--- src/rtl/sar_seq_pkg.sv ---
package sar_seq_pkg;
   typedef enum logic [1:0] {
      LEN_FULL  = 2'b00,
      LEN_MID   = 2'b01,
      LEN_SHORT = 2'b10,
      LEN_FULL2 = 2'b11
   } len_sel_e;

   function automatic int sel_to_len(input logic [1:0] sel, input int full,
                                     input int mid, input int short_len);
      case (len_sel_e'(sel))
         LEN_MID:   return mid;
         LEN_SHORT: return short_len;
         default:   return full;
      endcase
   endfunction
endpackage

--- src/rtl/sar_seq_ctrl.sv ---
module sar_seq_ctrl
   import sar_seq_pkg::*;
#(
   parameter int NBITS     = 12,
   parameter int LEN_MID   = 10,
   parameter int LEN_SHORT = 8,
   localparam int LW = $clog2(NBITS + 1)
) (
   input  logic          clk,
   input  logic          rst_n,
   input  logic          start,
   input  logic [1:0]    trunc_sel,
   output logic          busy,
   output logic          load,
   output logic          dec_en,
   output logic          last_dec,
   output logic [LW-1:0] len_q
);
   logic          busy_q, fin_q;
   logic [LW-1:0] cnt_q;

   assign busy     = busy_q;
   assign load     = start & ~busy_q;
   assign dec_en   = busy_q & ~fin_q;
   assign last_dec = dec_en && (cnt_q == LW'(len_q - LW'(1)));

   always_ff @(posedge clk or negedge rst_n) begin
      if (!rst_n) begin
         busy_q <= 1'b0;
         fin_q  <= 1'b0;
         cnt_q  <= '0;
         len_q  <= LW'(NBITS);
      end else if (load) begin
         busy_q <= 1'b1;
         fin_q  <= 1'b0;
         cnt_q  <= '0;
         len_q  <= LW'(sel_to_len(trunc_sel, NBITS, LEN_MID, LEN_SHORT));
      end else if (last_dec) begin
         fin_q  <= 1'b1;
      end else if (dec_en) begin
         cnt_q  <= cnt_q + LW'(1);
      end else if (fin_q) begin
         busy_q <= 1'b0;
         fin_q  <= 1'b0;
      end
   end


   len_hold_chk: assert property (@(posedge clk) disable iff (!rst_n)
      (busy_q && !load) |=> $stable(len_q));

   start_ignore_chk: assert property (@(posedge clk) disable iff (!rst_n)
      (busy_q && !fin_q) |=> busy_q);

   fin_drop_chk: assert property (@(posedge clk) disable iff (!rst_n)
      fin_q |=> !busy_q);
endmodule

--- src/rtl/sar_seq_shreg.sv ---
module sar_seq_shreg #(
   parameter int NBITS = 12
) (
   input  logic             clk,
   input  logic             rst_n,
   input  logic             load,
   input  logic             dec_en,
   input  logic             last_dec,
   input  logic             cmp_hi,
   output logic [NBITS-1:0] code,
   output logic [NBITS-1:0] decided
);
   localparam logic [NBITS-1:0] TOP = {1'b1, {(NBITS-1){1'b0}}};

   logic [NBITS-1:0] code_q, ptr_q;

   assign code    = code_q;
   assign decided = code_q & ~(cmp_hi ? ptr_q : '0);

   always_ff @(posedge clk or negedge rst_n) begin
      if (!rst_n) begin
         code_q <= '0;
         ptr_q  <= '0;
      end else if (load) begin
         code_q <= TOP;
         ptr_q  <= TOP;
      end else if (dec_en) begin
         code_q <= decided | (last_dec ? '0 : (ptr_q >> 1));
         ptr_q  <= ptr_q >> 1;
      end
   end


   load_msb_chk: assert property (@(posedge clk) disable iff (!rst_n)
      load |=> (code_q == TOP));

   ptr_onehot_chk: assert property (@(posedge clk) disable iff (!rst_n)
      $onehot0(ptr_q));

   clear_bit_chk: assert property (@(posedge clk) disable iff (!rst_n)
      (dec_en && cmp_hi) |=> ((code_q & $past(ptr_q)) == '0));
endmodule

--- src/rtl/sar_seq_outreg.sv ---
module sar_seq_outreg #(
   parameter int NBITS = 12,
   localparam int LW = $clog2(NBITS + 1)
) (
   input  logic             clk,
   input  logic             rst_n,
   input  logic             last_dec,
   input  logic [LW-1:0]    len_q,
   input  logic [NBITS-1:0] decided,
   output logic [NBITS-1:0] res_n
);
   logic [NBITS-1:0] keep;

   for (genvar g = 0; g < NBITS; g++) begin : g_mask
      assign keep[g] = (int'(len_q) + g >= NBITS);
   end

   always_ff @(posedge clk or negedge rst_n) begin
      if (!rst_n)        res_n <= '1;
      else if (last_dec) res_n <= ~(decided & keep);
   end


   res_hold_chk: assert property (@(posedge clk) disable iff (!rst_n)
      !last_dec |=> $stable(res_n));

   low_ones_chk: assert property (@(posedge clk) disable iff (!rst_n)
      last_dec |=> (&(res_n | $past(keep))));
endmodule

--- src/rtl/sar_seq_top.sv ---
module sar_seq_top #(
   parameter int NBITS     = 12,
   parameter int LEN_MID   = 10,
   parameter int LEN_SHORT = 8,
   localparam int LW = $clog2(NBITS + 1)
) (
   input  logic             clk,
   input  logic             rst_n,
   input  logic             start,
   input  logic [1:0]       trunc_sel,
   input  logic             cmp_hi,
   output logic             busy,
   output logic [NBITS-1:0] dac_code,
   output logic [NBITS-1:0] dout_n,
   output logic             msb_inv
);
   if (NBITS < 2) begin : g_bad_width
      $error("NBITS must be at least 2");
   end
   if (LEN_SHORT < 1 || LEN_SHORT > LEN_MID || LEN_MID > NBITS) begin : g_bad_len
      $error("lengths must satisfy 1 <= LEN_SHORT <= LEN_MID <= NBITS");
   end

   logic             load, dec_en, last_dec;
   logic [LW-1:0]    len_q;
   logic [NBITS-1:0] decided;

   sar_seq_ctrl #(.NBITS(NBITS), .LEN_MID(LEN_MID), .LEN_SHORT(LEN_SHORT)) u_ctrl (
      .clk(clk), .rst_n(rst_n), .start(start), .trunc_sel(trunc_sel),
      .busy(busy), .load(load), .dec_en(dec_en), .last_dec(last_dec), .len_q(len_q)
   );

   sar_seq_shreg #(.NBITS(NBITS)) u_shreg (
      .clk(clk), .rst_n(rst_n), .load(load), .dec_en(dec_en), .last_dec(last_dec),
      .cmp_hi(cmp_hi), .code(dac_code), .decided(decided)
   );

   sar_seq_outreg #(.NBITS(NBITS)) u_out (
      .clk(clk), .rst_n(rst_n), .last_dec(last_dec), .len_q(len_q),
      .decided(decided), .res_n(dout_n)
   );

   assign msb_inv = ~dout_n[NBITS-1];


   busy_fall_stable_chk: assert property (@(posedge clk) disable iff (!rst_n)
      $fell(busy) |-> $stable(dout_n));
endmodule

--- config.mk ---
export PLATFORM = sky130hd
export DESIGN_NAME = sar_seq_top
export DESIGN_NICKNAME = d
export VERILOG_FILES = /design/src/rtl/sar_seq_pkg.sv /design/src/rtl/sar_seq_ctrl.sv /design/src/rtl/sar_seq_shreg.sv /design/src/rtl/sar_seq_outreg.sv /design/src/rtl/sar_seq_top.sv
export SDC_FILE = /design/constraint.sdc
export NUM_CORES = 1
export LEC_CHECK = 0
export BUFFER_PORTS_ARGS = -buffer_cell sky130_fd_sc_hd__buf_2
export CELL_PAD_IN_SITES_DETAIL_PLACEMENT = 0
export CELL_PAD_IN_SITES_GLOBAL_PLACEMENT = 1
export CORE_MARGIN = 2
export CORE_UTILIZATION = 25
export CTS_CLUSTER_SIZE = 30
export DETAILED_ROUTE_END_ITERATION = 8
export GPL_TIMING_DRIVEN = 0
export PLACE_DENSITY = 0.53
export SYNTH_ARGS = -nofsm -noshare
export SYNTH_HDL_FRONTEND = slang
export SYNTH_SLANG_ARGS = --single-unit
--- constraint.sdc ---
create_clock -name clk -period 2.5 [get_ports clk]
set_clock_uncertainty 0.2 [all_clocks]
set_input_delay 0.125 -clock clk [delete_from_list [all_inputs] [get_ports clk]]
set_output_delay 0.125 -clock clk [all_outputs]
set_load 0.05 [all_outputs]
==> run metrics <==
Clk network pwr share 16.3%; CTS tree yes; vias per cell 4.653; post-CTS setup buffers 0; sw power 1685 uW; Chip Width 91.65 um; worst-path fanout max 10; Die Y-Extent 91.65 um; H-tree levels 2; Max-cap violations 0; largest net degree at the start of global routing 45; Synth Area in Adders 3.257%; Final Max Slew Viols 0; Total GRT Usage 12.87%; Clock Sink Count 44; Synth warnings 0; synth top area cells dfrtp_1 40%, dfstp_2 18%, a32o_1 5.7%; sequential area share after synthesis 58.18%; vias in the first global route 1526; CP endpoint kind flop; PortBufs 31; Iteration-0 DRC Markers 55; maximum clock rate 0.4420 GHz; nets@finish 222; leading area contributor after synthesis dfrtp_1; status finished, final reports clean; M3 GR Usage 2.465%; Layout area overhead 21.89%; area of the multi-input gates 709.4 um2; Synth Area in Compound Gates 20.52%; global routing usage on met2 19.42%; RSZ-0062 raised after global routing false; number of buffers created by CTS 5; initial antenna violation count 0; worst slew pin tran 1.012 ns; met1 Use GR 18.53%; fillcell total 768; worst-skew pair later-pin latency 0.30 ns; top-area cell type share of the netlist area 40.39%; Antenna Diode Count 0; critical path's slowest cell dfstp_2; P_int 1913 uW; root buf cell clkbuf_8; # DRC 0; DRT antenna net count 0; Starting Density 26.20%; area of the core 7331 um2; Die ar. 8400 um2; Post-Route Setup TNS 0 ns; Clock Pin Slew Worst Setup and Hold Paths 0.09 ns; Avg Cell Area, Syn 11.23 um2; Setup CP Type flop to flop; synthesized instance count 171; endpoints failing setup 0; I/O Pins 32; layout cell share with drive strength beyond 1 29.25%; multiplexer share of the synthesized area 0%; register bit total from synthesis 44; Cell variety after synth 29; Layout Utilization 31.93%; xor/xnor share of the synthesized area 1.368%; Syn Nets 182; layer with the highest usage met2; Relative slew margins 32.54%; sw frac 46.83%; vias 1447; crit-path max cell delay 0.57 ns; WL final 4942 um; largest family of logic cells by synthesized area compound AO/OA/AOI/OAI gates; Comb pwr share 47.6%; Hold Vio Cnt, Final 0; simple-gate share of the synthesized area 11.79%; FF/Latch Area 1117 um2; Tmin final 2.263 ns; maximum VDD drop 0.0004193 V; CP cell instances inv_1 > ha_1 > xnor2_1 > nor4_4 > buf_6 > buf_4 > a31oi_1; WP data arrival 2.29 ns; Synth Cell Area 1921 um2; Req. time, crit path 2.53 ns; Leakage 0.001006 uW; Critical Path Start Type flop; P per Cell Area 1537 nW/um2; HPWL after DPL 3308 um; Std-Cell Rows 31; worst hold path type input port to flop; final cycle utilization of the critical path 90.50%; gpl congestion 0.6969; Clock Tree Buf Depth 2; first-pass GRT wire length 8376 um; Congestion Overflow GR 0; DRT Pass-1 Iters 4; wire per inst 15.89 um; sequential power share 36.2%
[final cells by class]
cell class / instances / area share [%]
tap: 99 / 5.291
buffer: 11 / 2.886
sequential: 44 / 47.73
clock buffer: 6 / 3.528
inverter: 7 / 1.122
clock inverter: 2 / 1.657
multi-input combinational: 109 / 30.30
timing repair buffer: 33 / 7.483
[what timing repair did]
item / in CTS / in global routing
endpoints found under the hold margin: 33 / 0
gates resized for setup: 0 / 0
hold buffers: 2 / 0
[flip-flops by register name, indices dropped and copies added, names as in the netlist]
| register | cells |
|---|---|
| u_out.res_n | 12 |
| u_shreg.ptr_q | 12 |
| u_ctrl.busy | 1 |
| u_ctrl.len_q | 2 |
| u_ctrl.cnt_q | 4 |
| u_ctrl.fin_q | 1 |
| u_shreg.code | 12 |
[Yosys cell counts]
cell type   n
nand2b_1    3
buf_4       2
a22o_1     11
ha_1        5
nor2b_1     2
nor4_4      1
dfrtp_1    31
o21a_1      2
o31ai_1     1
a31oi_1     8
buf_6       2
a41oi_1     2
dfstp_2    13
o21ai_0     7
nand2_1    25
a211oi_1    2
a21oi_1     4
inv_1       7
and2_1      1
buf_2       3
nand3b_1    1
o2111ai_1   1
nor2_1     16
clkbuf_1    4
a32o_1     11
nor2_2      1
xnor2_1     3
o41ai_1     1
a21bo_2     1
[path summary, 6_finish.rpt]
path	from	end	slack, ns	cells after the start
worst min register to register	u_shreg.code[4]	u_out.res_n[4]	0.25	1
worst min-delay path	trunc_sel[1]	u_ctrl.len_q[1]	0.02	5
max in group asynchronous	rst_n	u_shreg.code[1]	1.14	2
worst max register to register	u_ctrl.len_q[2]	u_out.res_n[8]	0.24	7
worst max-delay path	u_ctrl.len_q[2]	u_out.res_n[8]	0.24	7
min in group asynchronous	rst_n	u_ctrl.len_q[1]	0.33	2
[cells in the final DEF (no fill, tap or decap), types with 7 or more instances in the layout]
cell type  Yosys  layout
buf_2          3      34
dfrtp_1       31      31
nand2_1       25      25
nor2_1        16      16
dfstp_2       13      13
a22o_1        11      11
a32o_1        11      11
a31oi_1        8       8
inv_1          7       7
o21ai_0        7       7
[cell families (layout without fill, tap and decap cells)]
group | Yosys count | in the layout
compound gates | 51 | 51
simple gates | 50 | 50
flops | 44 | 44
buf+inv | 18 | 59
fa+ha+maj | 5 | 5
xor+xnor | 3 | 3
[per-stage QoR]
stage	instances	hold slack, ns	setup slack [ns]	total power, uW	cell area [um2]
floorplan	171	-0.3706	0.3995	2591	1921
global placement	301	0.1783	0.1970	3040	2200
detailed placement	301	0.1758	0.2143	3048	2200
CTS	311	0.01221	0.2155	3652	2341
global route	311	0.03549	0.08707	3851	2341
finish	311	0.02423	0.2374	3598	2341
[per-layer routing]
layer	vias to the layer above	part of all wire [%]
met3	7	2.4
met2	21	47
met1	725	50
met5	-	0
li1	694	-
met4	0	1.4
[power groups by stage]
stage                     combinational [uW]  clock (uW)  sequential (uW)
after floorplan                          811           0             1780
after global routing                    1860         634             1350
after detailed placement                1720           0             1320
final                                   1710         585             1300
after CTS                               1730         607             1310
after global placement                  1720           0             1320
[critical path: cells and delay by family (launching register included)]
kind / cells / cell delay (ns)
XOR/XNOR: 1 / 0.17
adder cells (fa/ha/maj): 1 / 0.32
AND/OR/NAND/NOR: 1 / 0.36
AO/OA/AOI/OAI: 1 / 0.11
buffers and inverters: 3 / 0.48
flip-flops: 1 / 0.57
No activity file was read; power rests on OpenSTA's default activity.
